<file path="config.mk">
export PLATFORM = sky130hd
export DESIGN_NAME = uart_tx_buffer
export DESIGN_NICKNAME = d
export VERILOG_FILES = /design/src/rtl/uart_txb_pkg.sv /design/src/rtl/txb_fifo.sv /design/src/rtl/txb_ctrl.sv /design/src/rtl/uart_tx_buffer.sv
export SDC_FILE = /design/constraint.sdc
export NUM_CORES = 1
export LEC_CHECK = 0
export ABC_AREA = 0
export CORE_UTILIZATION = 60
export CTS_BUF_LIST = sky130_fd_sc_hd__clkbuf_4 sky130_fd_sc_hd__clkbuf_8 sky130_fd_sc_hd__clkbuf_16
export DETAILED_ROUTE_END_ITERATION = 8
export PLACE_DENSITY = 0.85
export SLEW_MARGIN = 20
export SYNTH_ARGS = -nofsm -noshare
export SYNTH_HDL_FRONTEND = slang
export SYNTH_SLANG_ARGS = --single-unit
export TNS_END_PERCENT = 50
</file>
<file path="constraint.sdc">
create_clock -name clk_i -period 5.8 [get_ports clk_i]
set_clock_uncertainty 0.05 [all_clocks]
set_input_delay 0.87 -clock clk_i [delete_from_list [all_inputs] [get_ports clk_i]]
set_output_delay 0.87 -clock clk_i [all_outputs]
set_load 0.02 [all_outputs]
</file>
<file path="src/rtl/uart_txb_pkg.sv">
package uart_txb_pkg;

  // outcome of a serializer completion
  typedef enum logic [1:0] {
    EV_NONE,
    EV_POP,
    EV_TAKE_HOLD,
    EV_IDLE
  } done_ev_e;

  function automatic int cnt_width(input int depth);
    return $clog2(depth + 1);
  endfunction

  function automatic int ptr_width(input int depth);
    return (depth > 1) ? $clog2(depth) : 1;
  endfunction

endpackage

</file>
<file path="src/rtl/txb_fifo.sv">
module txb_fifo
  import uart_txb_pkg::*;
#(
  parameter int DEPTH  = 64,
  parameter int DATA_W = 8,
  localparam int CNT_W = cnt_width(DEPTH),
  localparam int PTR_W = ptr_width(DEPTH)
) (
  input  logic              clk_i,
  input  logic              rst_ni,
  input  logic              clr_i,
  input  logic              push_i,
  input  logic              pop_i,
  input  logic [DATA_W-1:0] wdata_i,
  output logic [DATA_W-1:0] rdata_o,
  output logic [CNT_W-1:0]  count_o
);

  localparam logic [PTR_W-1:0] LAST = PTR_W'(DEPTH - 1);

  logic [DATA_W-1:0] mem_q [DEPTH];
  logic [PTR_W-1:0]  rd_ptr_q, wr_ptr_q;
  logic [CNT_W-1:0]  count_q;

  function automatic logic [PTR_W-1:0] nxt(input logic [PTR_W-1:0] p);
    return (p == LAST) ? '0 : p + PTR_W'(1);
  endfunction

  always_ff @(posedge clk_i or negedge rst_ni) begin
    if (!rst_ni) begin
      rd_ptr_q <= '0;
      wr_ptr_q <= '0;
      count_q  <= '0;
    end else if (clr_i) begin
      rd_ptr_q <= '0;
      wr_ptr_q <= '0;
      count_q  <= '0;
    end else begin
      if (push_i) wr_ptr_q <= nxt(wr_ptr_q);
      if (pop_i)  rd_ptr_q <= nxt(rd_ptr_q);
      case ({push_i, pop_i})
        2'b10:   count_q <= count_q + CNT_W'(1);
        2'b01:   count_q <= count_q - CNT_W'(1);
        default: count_q <= count_q;
      endcase
    end
  end

  always_ff @(posedge clk_i) begin
    if (push_i && !clr_i) mem_q[wr_ptr_q] <= wdata_i;
  end

  assign rdata_o = mem_q[rd_ptr_q];
  assign count_o = count_q;

endmodule

</file>
<file path="src/rtl/txb_ctrl.sv">
module txb_ctrl
  import uart_txb_pkg::*;
#(
  parameter int DEPTH  = 64,
  parameter int DATA_W = 8,
  localparam int CNT_W = cnt_width(DEPTH)
) (
  input  logic              clk_i,
  input  logic              rst_ni,
  input  logic              wr_en_i,
  input  logic [DATA_W-1:0] wr_data_i,
  input  logic              fifo_en_i,
  input  logic              flush_i,
  input  logic              char_done_i,
  input  logic [CNT_W-1:0]  fifo_count_i,
  input  logic [DATA_W-1:0] fifo_head_i,
  output logic              fifo_push_o,
  output logic              fifo_pop_o,
  output logic              fifo_clr_o,
  output logic [DATA_W-1:0] shift_data_o,
  output logic              temt_o,
  output logic              tdrq_o
);

  localparam logic [CNT_W-1:0] HALF = CNT_W'(DEPTH / 2);
  localparam logic [CNT_W-1:0] FULL = CNT_W'(DEPTH);

  logic [DATA_W-1:0] shift_q, shift_d, hold_q, hold_d;
  logic              temt_q, temt_d, tdrq_q, tdrq_d;
  logic              temt_mid, tdrq_mid;
  logic [CNT_W-1:0]  cnt_mid;
  logic              push, pop;
  done_ev_e          ev;

  // completion outcome
  always_comb begin
    ev = EV_NONE;
    if (char_done_i && !temt_q) begin
      if (fifo_en_i) ev = (fifo_count_i != '0) ? EV_POP : EV_IDLE;
      else           ev = tdrq_q ? EV_IDLE : EV_TAKE_HOLD;
    end
  end

  // completion first, then the write sees its result
  always_comb begin
    shift_d  = shift_q;
    hold_d   = hold_q;
    temt_mid = temt_q;
    tdrq_mid = tdrq_q;
    pop      = 1'b0;
    push     = 1'b0;
    case (ev)
      EV_POP: begin
        pop     = 1'b1;
        shift_d = fifo_head_i;
        if ((fifo_count_i - CNT_W'(1)) <= HALF) tdrq_mid = 1'b1;
      end
      EV_TAKE_HOLD: begin
        shift_d  = hold_q;
        tdrq_mid = 1'b1;
      end
      EV_IDLE: temt_mid = 1'b1;
      default: ;
    endcase
    cnt_mid = fifo_count_i - CNT_W'(pop);

    temt_d = temt_mid;
    tdrq_d = tdrq_mid;
    if (wr_en_i) begin
      if (temt_mid) begin
        shift_d = wr_data_i;
        temt_d  = 1'b0;
      end else if (fifo_en_i) begin
        push = (cnt_mid < FULL);
        if ((cnt_mid + CNT_W'(push)) > HALF) tdrq_d = 1'b0;
      end else if (tdrq_mid) begin
        hold_d = wr_data_i;
        tdrq_d = 1'b0;
      end
    end

    if (flush_i) begin
      shift_d = shift_q;
      hold_d  = hold_q;
      temt_d  = 1'b1;
      tdrq_d  = 1'b1;
      push    = 1'b0;
      pop     = 1'b0;
    end
  end

  always_ff @(posedge clk_i or negedge rst_ni) begin
    if (!rst_ni) begin
      shift_q <= '0;
      hold_q  <= '0;
      temt_q  <= 1'b1;
      tdrq_q  <= 1'b1;
    end else begin
      shift_q <= shift_d;
      hold_q  <= hold_d;
      temt_q  <= temt_d;
      tdrq_q  <= tdrq_d;
    end
  end

  assign fifo_push_o  = push;
  assign fifo_pop_o   = pop;
  assign fifo_clr_o   = flush_i;
  assign shift_data_o = shift_q;
  assign temt_o       = temt_q;
  assign tdrq_o       = tdrq_q;

endmodule

</file>
<file path="src/rtl/uart_tx_buffer.sv">
module uart_tx_buffer
  import uart_txb_pkg::*;
#(
  parameter int FIFO_DEPTH = 64,
  parameter int DATA_W     = 8
) (
  input  logic              clk_i,
  input  logic              rst_ni,
  input  logic              wr_en_i,
  input  logic [DATA_W-1:0] wr_data_i,
  input  logic              fifo_en_i,
  input  logic              flush_i,
  input  logic              char_done_i,
  output logic [DATA_W-1:0] shift_data_o,
  output logic              shift_valid_o,
  output logic              tx_empty_o,
  output logic              tx_req_o
);

  localparam int CNT_W = cnt_width(FIFO_DEPTH);

  logic              fifo_push, fifo_pop, fifo_clr;
  logic [DATA_W-1:0] fifo_head;
  logic [CNT_W-1:0]  fifo_count;
  logic              temt;

  txb_fifo #(.DEPTH(FIFO_DEPTH), .DATA_W(DATA_W)) i_fifo (
    .clk_i   (clk_i),
    .rst_ni  (rst_ni),
    .clr_i   (fifo_clr),
    .push_i  (fifo_push),
    .pop_i   (fifo_pop),
    .wdata_i (wr_data_i),
    .rdata_o (fifo_head),
    .count_o (fifo_count)
  );

  txb_ctrl #(.DEPTH(FIFO_DEPTH), .DATA_W(DATA_W)) i_ctrl (
    .clk_i        (clk_i),
    .rst_ni       (rst_ni),
    .wr_en_i      (wr_en_i),
    .wr_data_i    (wr_data_i),
    .fifo_en_i    (fifo_en_i),
    .flush_i      (flush_i),
    .char_done_i  (char_done_i),
    .fifo_count_i (fifo_count),
    .fifo_head_i  (fifo_head),
    .fifo_push_o  (fifo_push),
    .fifo_pop_o   (fifo_pop),
    .fifo_clr_o   (fifo_clr),
    .shift_data_o (shift_data_o),
    .temt_o       (temt),
    .tdrq_o       (tx_req_o)
  );

  assign tx_empty_o    = temt;
  assign shift_valid_o = !temt;

endmodule

</file>
==> results_dict.tcl <==
set metrics [dict create \
    cts_tree "yes" \
    cts_made_buffers 52 \
    via_per_inst 6.91 \
    netlist_area_um2 22500 \
    track_usage_pct 28.4 \
    crit_path_max_fanout 17 \
    cp-end-kind "flip-flop" \
    post_synth_num_cell_types 57 \
    synth_edf_count 512 \
    synth_top_cell_by_area "edfxtp_1" \
    tns_ps 0 \
    final_util_pct 68.3 \
    grt_max_degree 68 \
    cts_buffer_depth 3 \
    portBuffers 24 \
    antenna_left 0 \
    ys_seq_area_share_pct 72.5 \
    dpl_cell_area_um2 23300 \
    nets 1281 \
    routabilityCongestion 0.907 \
    top_layer "met4" \
    required_ps 5940 \
    outcome "finished, final reports clean" \
    ir_worst_vdd_mv 0.221 \
    grt_pass1_wl_mm 78.4 \
    start_util_pct 61.2 \
    rows 70 \
    worst_path_most_repeated_cell "ha_1" \
    routedWlPerCell_um 30.0 \
    clkLatencyLatePin_ps 570 \
    whs_ps 393 \
    drc 0 \
    synth-xor-area-share_pct 0.624 \
    rrSetupSlack_ps 460 \
    core_area_um2 36700 \
    synth_flop_cell "edfxtp_1" \
    cts.sink_count 549 \
    rsz0062_at_grt "no" \
    synth_commonest_cells "edfxtp_1 (512), mux4_2 (129), nor2_1 (94)" \
    post_cts_resize_count 0 \
    yosysWarnings 0 \
    drv_slew 0 \
    drt-met1-wl_mm 19.6 \
    stdcell_area_um2 25100 \
    slowest_delay_ps 880 \
    setup.worst_path.start_class "flip-flop" \
    synth_mux_area_share_pct 16.0 \
    drtIter0Drc 1515 \
    cts.clk_slew.worst_paths_ps 70 \
    fp.dieArea_um2 38200 \
    drive_gt1_share_pct 23.4 \
    ff2ff_path_depth 12 \
    syn_inst 1206 \
    crit_start "i_fifo.count_o[3]$_DFFE_PN0P_" \
    synth_nets 1232 \
    first_pass_iters 6 \
    grt_pass1_vias 12200 \
    synth_top_family_by_area "multiplexers" \
    synth.top_cells.by_area "edfxtp_1 (68%), mux4_2 (13%), dfrtp_1 (3.9%)" \
    criticalPathCategory "flip-flop to flip-flop" \
    timing.rr.start "i_fifo.count_o[3]$_DFFE_PN0P_" \
    antenna_cells 0 \
    synth_compound_area_share_pct 4.20 \
    routed-wl-met2_mm 25.9 \
    cts_setup_buffers 0 \
    cts-root-buf "clkbuf_16" \
    h-tree-depth 2 \
    synthAdderAreaFrac_pct 0.668 \
    overflow 0 \
    cp_top_family "simple AND/OR/NAND/NOR gates" \
    fmax_mhz 187 \
    hold_path_class "input port to async pin" \
    synthArstFlopShare_pct 6.74 \
    slew_headroom_pct 37.9 \
    drv_cap 0 \
    multi_input_area_um2 5820 \
    dp_hpwl_mm 30.1 \
    fill_cells 2135 \
    finalHoldViolCount 0 \
    p_per_area_nw_per_um2 339 \
    vias 12200 \
    p_leak_nw 7.78 \
    cp_cell_sequence "or3_1 > or3_1 > a21o_1 > ha_1 > ha_1 > ha_1 > nand2b_1 > o21a_1 > o21ai_0 > nor2_1 > nand3_1 > nor2_1" \
    cts_hold_buf 0 \
    synth_most_common_cell "edfxtp_1" \
    cp_num_buf_inv 0 \
    avgSynthCellArea_um2 18.6 \
    timing.rr.end "i_fifo.mem_q[22][2]$_DFFE_PP_" \
    cp.arrival_ps 5480 \
    synth_top_area_share_pct 68.4 \
    period_share_pct 92.0 \
    cpMaxStageDelayCell "nor2_1" \
    routed_wirelength_mm 52.9 \
    tightest_slew_ps 932 \
    ioPinCount 25 \
    fp.dieH_um 196 \
    register_area_um2 16300 \
    synth-seq-cells 549 \
    met3_length_mm 5.14 \
    yosys.area_share.simple_pct 4.43 \
    fin_crit_ps 5340 \
    setup_viol 0 \
    area.growth.synth_to_final_pct 11.5 \
    die_x_um 196 \
    antenna_found_initial 0 \
]
[placed cells by master (no fill, tap or decap), drive strengths merged, types with 8 or more instances in the layout]
| cell type | synthesis | final |
|---|---|---|
| a211o | 8 | 8 |
| mux2 | 32 | 32 |
| inv | 13 | 15 |
| xnor2 | 9 | 9 |
| bufinv | 0 | 8 |
| dfrtp | 35 | 35 |
| clkinv | 0 | 18 |
| clkdlybuf4s50 | 0 | 15 |
| a2111oi | 10 | 10 |
| a21oi | 34 | 34 |
| edfxtp | 512 | 512 |
| clkbuf | 25 | 66 |
| buf | 44 | 49 |
| o22ai | 17 | 17 |
| nor2 | 94 | 94 |
| o21ai | 27 | 27 |
| nand4 | 9 | 9 |
| nand3 | 10 | 10 |
| a211oi | 12 | 12 |
| mux2i | 32 | 32 |
| nand2b | 8 | 8 |
| mux4 | 129 | 129 |
| nand2 | 43 | 43 |
| nor2b | 19 | 19 |
| ha | 12 | 12 |
| nor3 | 8 | 8 |
[per-stage QoR]
stage               power (mW)  cells  setup WS (ps)
floorplan                 4.84   1206           1520
global placement          5.04   1669            617
detailed placement        5.06   1669            464
CTS                       8.51   1765            627
global route              8.69   1765            251
finish                    8.51   1765            462
[worst max path at each step]
stage / endpoint / slack, ps / cells past startpoint
6_report: i_fifo.mem_q[22][2]$_DFFE_PP_ / 460 / 12
5_1_grt: i_fifo.mem_q[6][7]$_DFFE_PP_ / 250 / 12
4_1_cts: i_fifo.mem_q[22][6]$_DFFE_PP_ / 630 / 12
3_5_place_dp: i_fifo.mem_q[22][7]$_DFFE_PP_ / 460 / 12
3_3_place_gp: i_fifo.mem_q[22][0]$_DFFE_PP_ / 620 / 12
2_1_floorplan: i_ctrl.tdrq_o$_DFF_PN1_ / 1520 / 19
[state kept, by name (all words and copies together) (netlist names)]
register	count
i_fifo.mem_q	512
i_fifo.rd_ptr_q	6
i_ctrl.hold_q	8
i_ctrl.tdrq_o	1
i_ctrl.shift_data_o	8
i_fifo.count_o	7
i_ctrl.temt_o	1
i_fifo.wr_ptr_q	6
[metal layers]
metal / vias up / track usage (%)
met5: - / 0
met4: 0 / 11.2
met3: 159 / 4.40
met2: 863 / 46.1
met1: 6191 / 39.4
li1: 4983 / -
[power breakdown]
part | switching, mW | internal [mW] | leakage [nW]
logic | 0.322 | 0.230 | 1.83
registers | 0.0678 | 4.38 | 5.07
clock network | 1.42 | 2.09 | 0.875
[area by class of cell]
type	instances	share of cell area (%)
Clock inverter	30	1.40
Tap cell	468	2.34
Sequential cell	549	65.1
Clock buffer	66	5.68
Multi-Input combinational cell	575	23.2
Timing Repair Buffer	64	2.08
Inverter	13	0.195
[kinds of logic after synthesis]
kind of cell / after synthesis
fa+ha+maj: 12
flops: 549
compound gates: 139
buf+inv: 82
xor+xnor: 16
mux: 193
simple gates: 215
(Power assumes the default switching activity.)
